## src/rtl/pct_pkg.sv

```systemverilog
package pct_pkg;
  localparam int BYTE_W = 8;

  localparam logic [2:0] SEL_DIV12   = 3'b000;
  localparam logic [2:0] SEL_DIV4    = 3'b001;
  localparam logic [2:0] SEL_TMR_OVF = 3'b010;
  localparam logic [2:0] SEL_EXT_FALL = 3'b011;
  localparam logic [2:0] SEL_SYSCLK  = 3'b100;
  localparam logic [2:0] SEL_OSC_DIV = 3'b101;

  localparam logic [1:0] ADDR_LO     = 2'd0;
  localparam logic [1:0] ADDR_HI     = 2'd1;
  localparam logic [1:0] ADDR_MODE   = 2'd2;
  localparam logic [1:0] ADDR_STATUS = 2'd3;

  typedef struct packed {
    logic       idle_hold;
    logic [2:0] sel;
    logic       irq_en;
  } mode_t;
endpackage

```

## src/rtl/pct_sync.sv

```systemverilog
module pct_sync #(
  parameter int STAGES = 2
) (
  input  logic clk,
  input  logic rst_n,
  input  logic d,
  output logic q
);
  logic [STAGES-1:0] chain;

  always_ff @(posedge clk or negedge rst_n) begin
    if (!rst_n) chain <= '0;
    else        chain <= {chain[STAGES-2:0], d};
  end

  assign q = chain[STAGES-1];
endmodule

```

## src/rtl/pct_prescaler.sv

```systemverilog
module pct_prescaler #(
  parameter int DIV = 12
) (
  input  logic clk,
  input  logic rst_n,
  output logic tick
);
  localparam int CW = (DIV > 1) ? $clog2(DIV) : 1;
  localparam logic [CW-1:0] LAST = CW'(DIV - 1);

  logic [CW-1:0] cnt;

  always_ff @(posedge clk or negedge rst_n) begin
    if (!rst_n)          cnt <= '0;
    else if (cnt == LAST) cnt <= '0;
    else                 cnt <= cnt + 1'b1;
  end

  assign tick = (cnt == LAST);
endmodule

```

## src/rtl/pct_tick_gen.sv

```systemverilog
module pct_tick_gen
  import pct_pkg::*;
#(
  parameter int SLOW_DIV  = 12,
  parameter int FAST_DIV  = 4,
  parameter int OSC_DIV   = 8,
  parameter int SYNC_STG  = 2
) (
  input  logic       clk,
  input  logic       rst_n,
  input  logic [2:0] sel,
  input  logic       t_ovf,
  input  logic       ext_cnt,
  input  logic       ext_osc,
  output logic       tick
);
  localparam int OW = $clog2(OSC_DIV);
  localparam logic [OW-1:0] OSC_LAST = OW'(OSC_DIV - 1);

  logic tick_slow, tick_fast;
  logic ext_s, ext_prev, ext_fall;
  logic osc_s, osc_prev, osc_rise, osc_tick;
  logic [OW-1:0] osc_cnt;

  pct_prescaler #(.DIV(SLOW_DIV)) u_pre_slow (.clk(clk), .rst_n(rst_n), .tick(tick_slow));
  pct_prescaler #(.DIV(FAST_DIV)) u_pre_fast (.clk(clk), .rst_n(rst_n), .tick(tick_fast));

  pct_sync #(.STAGES(SYNC_STG)) u_sync_ext (.clk(clk), .rst_n(rst_n), .d(ext_cnt), .q(ext_s));
  pct_sync #(.STAGES(SYNC_STG)) u_sync_osc (.clk(clk), .rst_n(rst_n), .d(ext_osc), .q(osc_s));

  always_ff @(posedge clk or negedge rst_n) begin
    if (!rst_n) begin
      ext_prev <= 1'b0;
      osc_prev <= 1'b0;
      osc_cnt  <= '0;
    end else begin
      ext_prev <= ext_s;
      osc_prev <= osc_s;
      if (osc_rise) osc_cnt <= (osc_cnt == OSC_LAST) ? '0 : osc_cnt + 1'b1;
    end
  end

  assign ext_fall = ext_prev & ~ext_s;
  assign osc_rise = osc_s & ~osc_prev;
  assign osc_tick = osc_rise & (osc_cnt == OSC_LAST);

  always_comb begin
    unique case (sel)
      SEL_DIV12:    tick = tick_slow;
      SEL_DIV4:     tick = tick_fast;
      SEL_TMR_OVF:  tick = t_ovf;
      SEL_EXT_FALL: tick = ext_fall;
      SEL_SYSCLK:   tick = 1'b1;
      SEL_OSC_DIV:  tick = osc_tick;
      default:      tick = 1'b0;
    endcase
  end
endmodule

```

## src/rtl/pct_counter.sv

```systemverilog
module pct_counter
  import pct_pkg::*;
#(
  parameter int BW = BYTE_W
) (
  input  logic          clk,
  input  logic          rst_n,
  input  logic          inc,
  input  logic          wr_lo,
  input  logic          wr_hi,
  input  logic [BW-1:0] wdata,
  input  logic          snap_cap,
  output logic [2*BW-1:0] cnt,
  output logic [BW-1:0] snap,
  output logic          wrap
);
  localparam int CW = 2 * BW;

  logic step;

  assign step = inc & ~wr_lo & ~wr_hi;
  assign wrap = step & (&cnt);

  always_ff @(posedge clk or negedge rst_n) begin
    if (!rst_n) begin
      cnt <= '0;
    end else if (wr_lo || wr_hi) begin
      if (wr_lo) cnt[BW-1:0]  <= wdata;
      if (wr_hi) cnt[CW-1:BW] <= wdata;
    end else if (step) begin
      cnt <= cnt + 1'b1;
    end
  end

  always_ff @(posedge clk or negedge rst_n) begin
    if (!rst_n)        snap <= '0;
    else if (snap_cap) snap <= cnt[CW-1:BW];
  end
endmodule

```

## src/rtl/pct_timebase.sv

```systemverilog
module pct_timebase
  import pct_pkg::*;
#(
  parameter int SLOW_DIV = 12,
  parameter int FAST_DIV = 4,
  parameter int OSC_DIV  = 8,
  parameter int SYNC_STG = 2
) (
  input  logic       clk,
  input  logic       rst_n,
  input  logic [1:0] bus_addr,
  input  logic       bus_wr,
  input  logic       bus_rd,
  input  logic [7:0] bus_wdata,
  output logic [7:0] bus_rdata,
  input  logic       t_ovf_in,
  input  logic       ext_cnt_in,
  input  logic       ext_osc_in,
  input  logic       idle_in,
  output logic       irq_out
);
  mode_t mode;
  logic  flag;
  logic  tick, inc, wrap;
  logic  wr_lo, wr_hi, wr_mode, wr_stat;
  logic [15:0] cnt;
  logic [7:0]  snap;

  assign wr_lo   = bus_wr && bus_addr == ADDR_LO;
  assign wr_hi   = bus_wr && bus_addr == ADDR_HI;
  assign wr_mode = bus_wr && bus_addr == ADDR_MODE;
  assign wr_stat = bus_wr && bus_addr == ADDR_STATUS;

  pct_tick_gen #(
    .SLOW_DIV(SLOW_DIV), .FAST_DIV(FAST_DIV), .OSC_DIV(OSC_DIV), .SYNC_STG(SYNC_STG)
  ) u_tick (
    .clk(clk), .rst_n(rst_n), .sel(mode.sel), .t_ovf(t_ovf_in),
    .ext_cnt(ext_cnt_in), .ext_osc(ext_osc_in), .tick(tick)
  );

  assign inc = tick & ~(mode.idle_hold & idle_in);

  pct_counter #(.BW(BYTE_W)) u_cnt (
    .clk(clk), .rst_n(rst_n), .inc(inc), .wr_lo(wr_lo), .wr_hi(wr_hi),
    .wdata(bus_wdata), .snap_cap(bus_rd && bus_addr == ADDR_LO),
    .cnt(cnt), .snap(snap), .wrap(wrap)
  );

  always_ff @(posedge clk or negedge rst_n) begin
    if (!rst_n) begin
      mode <= '0;
      flag <= 1'b0;
    end else begin
      if (wr_mode) mode <= '{idle_hold: bus_wdata[7], sel: bus_wdata[3:1], irq_en: bus_wdata[0]};
      if (wrap)                         flag <= 1'b1;
      else if (wr_stat && !bus_wdata[0]) flag <= 1'b0;
    end
  end

  assign irq_out = flag & mode.irq_en;

  always_comb begin
    unique case (bus_addr)
      ADDR_LO:   bus_rdata = cnt[7:0];
      ADDR_HI:   bus_rdata = snap;
      ADDR_MODE: bus_rdata = {mode.idle_hold, 3'b000, mode.sel, mode.irq_en};
      default:   bus_rdata = {7'b0, flag};
    endcase
  end
endmodule

```

## config.mk

```make
export PLATFORM = sky130hd
export DESIGN_NAME = pct_timebase
export DESIGN_NICKNAME = d
export VERILOG_FILES = /design/src/rtl/pct_pkg.sv /design/src/rtl/pct_sync.sv /design/src/rtl/pct_prescaler.sv /design/src/rtl/pct_tick_gen.sv /design/src/rtl/pct_counter.sv /design/src/rtl/pct_timebase.sv
export SDC_FILE = /design/constraint.sdc
export NUM_CORES = 1
export LEC_CHECK = 0
export BUFFER_PORTS_ARGS = -buffer_cell sky130_fd_sc_hd__buf_2
export CAP_MARGIN = 10
export CELL_PAD_IN_SITES_DETAIL_PLACEMENT = 2
export CELL_PAD_IN_SITES_GLOBAL_PLACEMENT = 2
export CORE_MARGIN = 2
export CORE_UTILIZATION = 34
export CTS_CLUSTER_DIAMETER = 100
export CTS_CLUSTER_SIZE = 8
export DETAILED_ROUTE_END_ITERATION = 6
export PLACE_DENSITY_LB_ADDON = 0.1
export SYNTH_ARGS = -nofsm -noshare
export SYNTH_HDL_FRONTEND = slang
export SYNTH_SLANG_ARGS = --single-unit
```

## constraint.sdc

```tcl
create_clock -name clk -period 2.2 [get_ports clk]
set_clock_uncertainty 0.05 [all_clocks]
set_input_delay 0.66 -clock clk [delete_from_list [all_inputs] [get_ports clk]]
set_output_delay 0.66 -clock clk [all_outputs]
set_load 0.005 [all_outputs]
```

* Word level (Yosys, flattened, before mapping)
Index checks and enable logic that the tools add are counted.
** Storage, ports and cells
- Register bits :: 45
- Input bits :: 18
- Logic and storage cells :: 71
- Output and inout port bits :: 9
** Operators by class
- $add $sub $neg :: 4
- Eq/ne operators :: 13
- Bitwise gates (word level) :: 14
- Mux-type cells :: 11
- Reduce and logical (&&, ||, !) cells :: 15
** Operators with widths (number)
- 2-to-1 mux 16 bit :: 2
- case mux 8 bit (3 select lines) :: 1
- adder 16 x 1 -> 16 bit, second input constant :: 1
- 2-to-1 mux 8 bit :: 2
- AND reduction 16 bit :: 1
- AND 1 bit :: 9
- equality test 3 bit, second input constant :: 3
- equality test 2 bit, second input constant :: 3
- equality test 3 x 2 -> 1 bit, second input constant :: 2
- logical AND 1 bit :: 6
- case mux 1 bit (6 select lines) :: 1
- inverter 1 bit :: 5
- adder 4 x 1 -> 4 bit, second input constant :: 1
- equality test 4 bit, second input constant :: 1
- 2-to-1 mux 4 bit :: 1
- != test 2 x 1 -> 1 bit, second input constant :: 2
- AND reduction 2 bit :: 2
- nonzero test 2 bit :: 2
- adder 3 x 1 -> 3 bit, second input constant :: 1
- equality test 3 x 1 -> 1 bit, second input constant :: 1
- logical NOT 3 bit :: 1
- 2-to-1 mux 3 bit :: 1
- adder 2 x 1 -> 2 bit, second input constant :: 1
- equality test 2 x 1 -> 1 bit, second input constant :: 1
- other kinds (5) :: 6

* Longest topological paths before layout
- Depth after elaboration :: 9
- Depth in mapped cells :: 9
- Mapped depth without buffers :: 8

* Hierarchy
A second synthesis with hierarchy kept.
** Unflattened totals
- Cells, all modules :: 208
- Area, all modules :: 2307.2 µm²
** By module, submodules not included
- pct_counter :: times used 1, area each 1246.2 µm², seq. area each 600.6 µm², cells each 127
- pct_timebase :: times used 1, area each 446.7 µm², seq. area each 150.1 µm², cells each 38
- pct_tick_gen :: times used 1, area each 267.8 µm², seq. area each 125.1 µm², cells each 21
- pct_prescaler (u_tick.u_pre_slow) :: times used 1, area each 180.2 µm², seq. area each 100.1 µm², cells each 14
- pct_sync :: times used 2, area each 50.0 µm², seq. area each 50.0 µm², cells each 2
- pct_prescaler (u_tick.u_pre_fast) :: times used 1, area each 66.3 µm², seq. area each 50.0 µm², cells each 4

* Worst setup path before layout
Ideal clock, no wire load.
- Path kind :: in2out
- Start point :: input port bus_addr[0]
- End point :: output port bus_rdata[1]
- Path buffers :: 2
- Arrival time :: 1.653 ns
- Slack :: -0.163 ns
- Required time :: 1.490 ns
- Stages on the path :: 4
- Cell sequence :: clkbuf_1 -> buf_1 -> mux2i_1 -> o21ai_0
** Between the ends
- Word-level cells in the longest chain between the ends :: 2
- Elaborated cells on any way between the ends :: 4
** Ends and longest elaborated chain
- start, declared :: RTL line pct_timebase.sv:11 : input logic [1:0] bus_addr,
- equality test 2 bit (tied with other cells) :: RTL line pct_timebase.sv:63 : unique case (bus_addr)
- case mux 8 bit (3 select lines) * :: RTL line pct_timebase.sv:63
- end, declared :: RTL line pct_timebase.sv:15 : output logic [7:0] bus_rdata,
Every way passes the cells marked *; elsewhere a longest branch is shown, timed or not.

* Worst setup path in the final report
- Start point :: input port bus_addr[0]
- End point :: output port bus_rdata[7]
The elaborated chain is that of the path after synthesis.

==> metrics <==
status completed; final hold vios 0; Hold Crit Class primary input to async pin; largest net degree at the start of global routing 46; DR vias between 2000 and 2500; final setup fails 0; synthesized net count 249; CP arrival around 1500 ps; initial antenna violation count 0; Worst Path Required 1490 ps; Synthesis Warnings 0; Post-synth EDFFs 0; final wirelength 7700 um; sum of negative setup slack 0 ps; Die ar. about 7600 sq um; number of H-tree levels 2; Most used DFF post-synth dfrtp_1; Reg clk slew, reported paths 90 ps; minimum hold slack 261 ps; placed wire-length estimate 5570 um; Slew Viols, Final 0; Least-Margin Pin Slew 463 ps; Worst Setup SP bus_addr[0]; max_cap viols 0; DRT antenna net count 0; final cell count without fillers around 360; Area Growth Syn to Fin 28.6%; delay-heaviest family, CP buffers and inverters; detailed router's first-iteration violation count 57; final worst path period share 0.987; Synth top area share 0.476; maximum clock path buffer count 2; post-synthesis sequential element count 45; ys async rst share 1.00; Max rail drop VDD around 0.31 mV; post-DR wirelength/cell about 21 um; hold-fix buffer count after cts 0; FILL cells 719; Placed Instances between 300 and 400; leakage power 1.31 nW; Seq/Total Area, Yosys 0.476; post-route DRC violation count 0; placeable core region just under 7000 sq um; effective utilization at floorplan 0.350; crit end category output port; gpl congestion 0.815; CTS tree built; Detailed Routing Iterations Pass 1 4; top cell type by total area after synthesis dfrtp_1; Syn Area/Cell 10.5 sq um; Pwr per Cell Area a little under 900 nW/um^2; CP Buf/Inv Count 3; # port buffers 26; grt ovf 0; Post-Syn Area around 2400 sq um; count leader, synth dfrtp_1; Synth cell types 53; Nets 304; share of layout cells above drive strength 1 0.383; row count 30; fmax approximately 460 MHz; first-pass GRT wire length between 10000 and 15000 um; Core Util, Final 0.450; clk sinks 45; ant diodes 0; total CTS buffers 5; I/O Pins 27; worst-path maximum fanout 7; startpoint types primary input; worst path cell trace clkbuf_4 -> buf_8 -> mux2i_1 -> o21ai_0 -> buf_2; Gate Count Post-Synth 226; critical path class primary input to output port; vias in the first global route 2301; vias per cell ~5.6; Worst slew margin 0.689; Worst path max stage delay 250 ps; worst-skew pair later-pin latency 310 ps; main area contributors after synthesis dfrtp_1 48%, mux2_2 6.7%, nand2_1 3.5%, nor2_1 3.3%, mux2i_1 3.0%; RSZ-0062 raised after global routing true; die height around 90 um; Reg-to-Reg Start u_tick.osc_cnt[0]; total track usage 0.217; crit path max-delay cell type mux2i_1; Synth top cells by count 45 x dfrtp_1, 22 x nand2_1, 21 x nor2_1; Die Width 87.4 um; Final min period 2170 ps; Root Driver clkbuf_8
## final timing paths
check,to,slack [ps],cells past startpoint
max,bus_rdata[7],30,5
min,u_tick.osc_cnt[1],260,2
max reg2reg,u_cnt.cnt[15],80,9
min reg2reg,u_tick.u_sync_osc.chain[1],310,0
max in group asynchronous,u_tick.u_sync_ext.chain[1],1580,2
min in group clk,u_tick.u_sync_osc.chain[1],310,0
## registers in the layout, summed over array words and instances, names as in the netlist
signal                   cells
flag                         1
u_tick.osc_cnt               3
u_tick.u_pre_fast.cnt        2
u_tick.ext_prev              1
u_tick.osc_prev              1
u_tick.u_pre_slow.cnt        4
u_cnt.cnt                   16
u_tick.u_sync_osc.chain      2
u_cnt.snap                   8
mode                         5
u_tick.u_sync_ext.chain      2
## cell families after synthesis
kind of cell               count (synthesis)  synth area share
AOI/OAI and AO/OA                         56             0.172
xor gates and xnor gates                   2           0.00741
adders and majority gates                  5            0.0265
buffers and inverters                     12            0.0196
DFF                                       45             0.476
muxes                                     22             0.106
and+or+nand+nor                           84             0.193
## power breakdown
| part | internal (mW) | total (mW) | switching [mW] |
|---|---|---|---|
| Combinational | 0.425 | 0.866 | 0.441 |
| Clock | 0.285 | 0.584 | 0.300 |
| Sequential | 1.02 | 1.26 | 0.236 |
| Total | 1.73 | 2.71 | 0.977 |
## what timing repair did
action | CTS | global route
setup buffers | 1 | 2
endpoints found under the setup margin | 12 | 16
pin swaps | 5 | 4
resized for setup | 14 | 18
## layer usage
metal,global-route usage,up-vias,share of wire
met3,0.0360,11,0.017
met4,0.0601,0,0.015
li1,-,948,-
met1,0.287,1051,0.46
met5,0,-,0
met2,0.366,16,0.51
## stage by stage
| step | total power, mW | worst slack [ps] | area [sq um] |
|---|---|---|---|
| after floorplan | 1.67 | 7.84 | 2370 |
| after global placement | 1.99 | -12.3 | 2780 |
| after detailed placement | 2.03 | -89.1 | 2780 |
| after CTS | 2.67 | 1.87 | 2940 |
| after global routing | 2.90 | -52.4 | 3040 |
| final | 2.71 | 27.5 | 3040 |
## area by class of cell
class | count | area, sq um | area share
Multi-Input combinational cell | 169 | 1320 | 0.433
Sequential cell | 45 | 1130 | 0.371
Timing Repair Buffer | 55 | 374 | 0.123
Tap cell | 80 | 100 | 0.0329
Clock buffer | 7 | 96.3 | 0.0317
Inverter | 5 | 21.3 | 0.00700
Clock inverter | 1 | 5.00 | 0.00165
## placed cells by master (no fill, tap or decap), types with 3 or more instances in the layout
cell type / netlist / layout
mux2i_1: 7 / 7
inv_1: 5 / 4
and2_1: 3 / 3
nand2_1: 22 / 20
a31oi_1: 6 / 5
nand2_2: 1 / 3
nor3b_2: 1 / 3
dfrtp_1: 45 / 43
buf_2: 1 / 25
a211oi_2: 1 / 3
nand2b_1: 3 / 3
nor2_1: 21 / 21
clkbuf_8: 0 / 7
o21ai_0: 7 / 7
o21ai_1: 5 / 3
a21oi_1: 10 / 8
nor3_1: 9 / 8
nand3_1: 6 / 6
ha_1: 5 / 3
mux2_2: 14 / 14
nand4_1: 3 / 3
o22ai_1: 4 / 3
o211ai_1: 3 / 3
buf_4: 0 / 26
(Power assumes the default switching activity.)
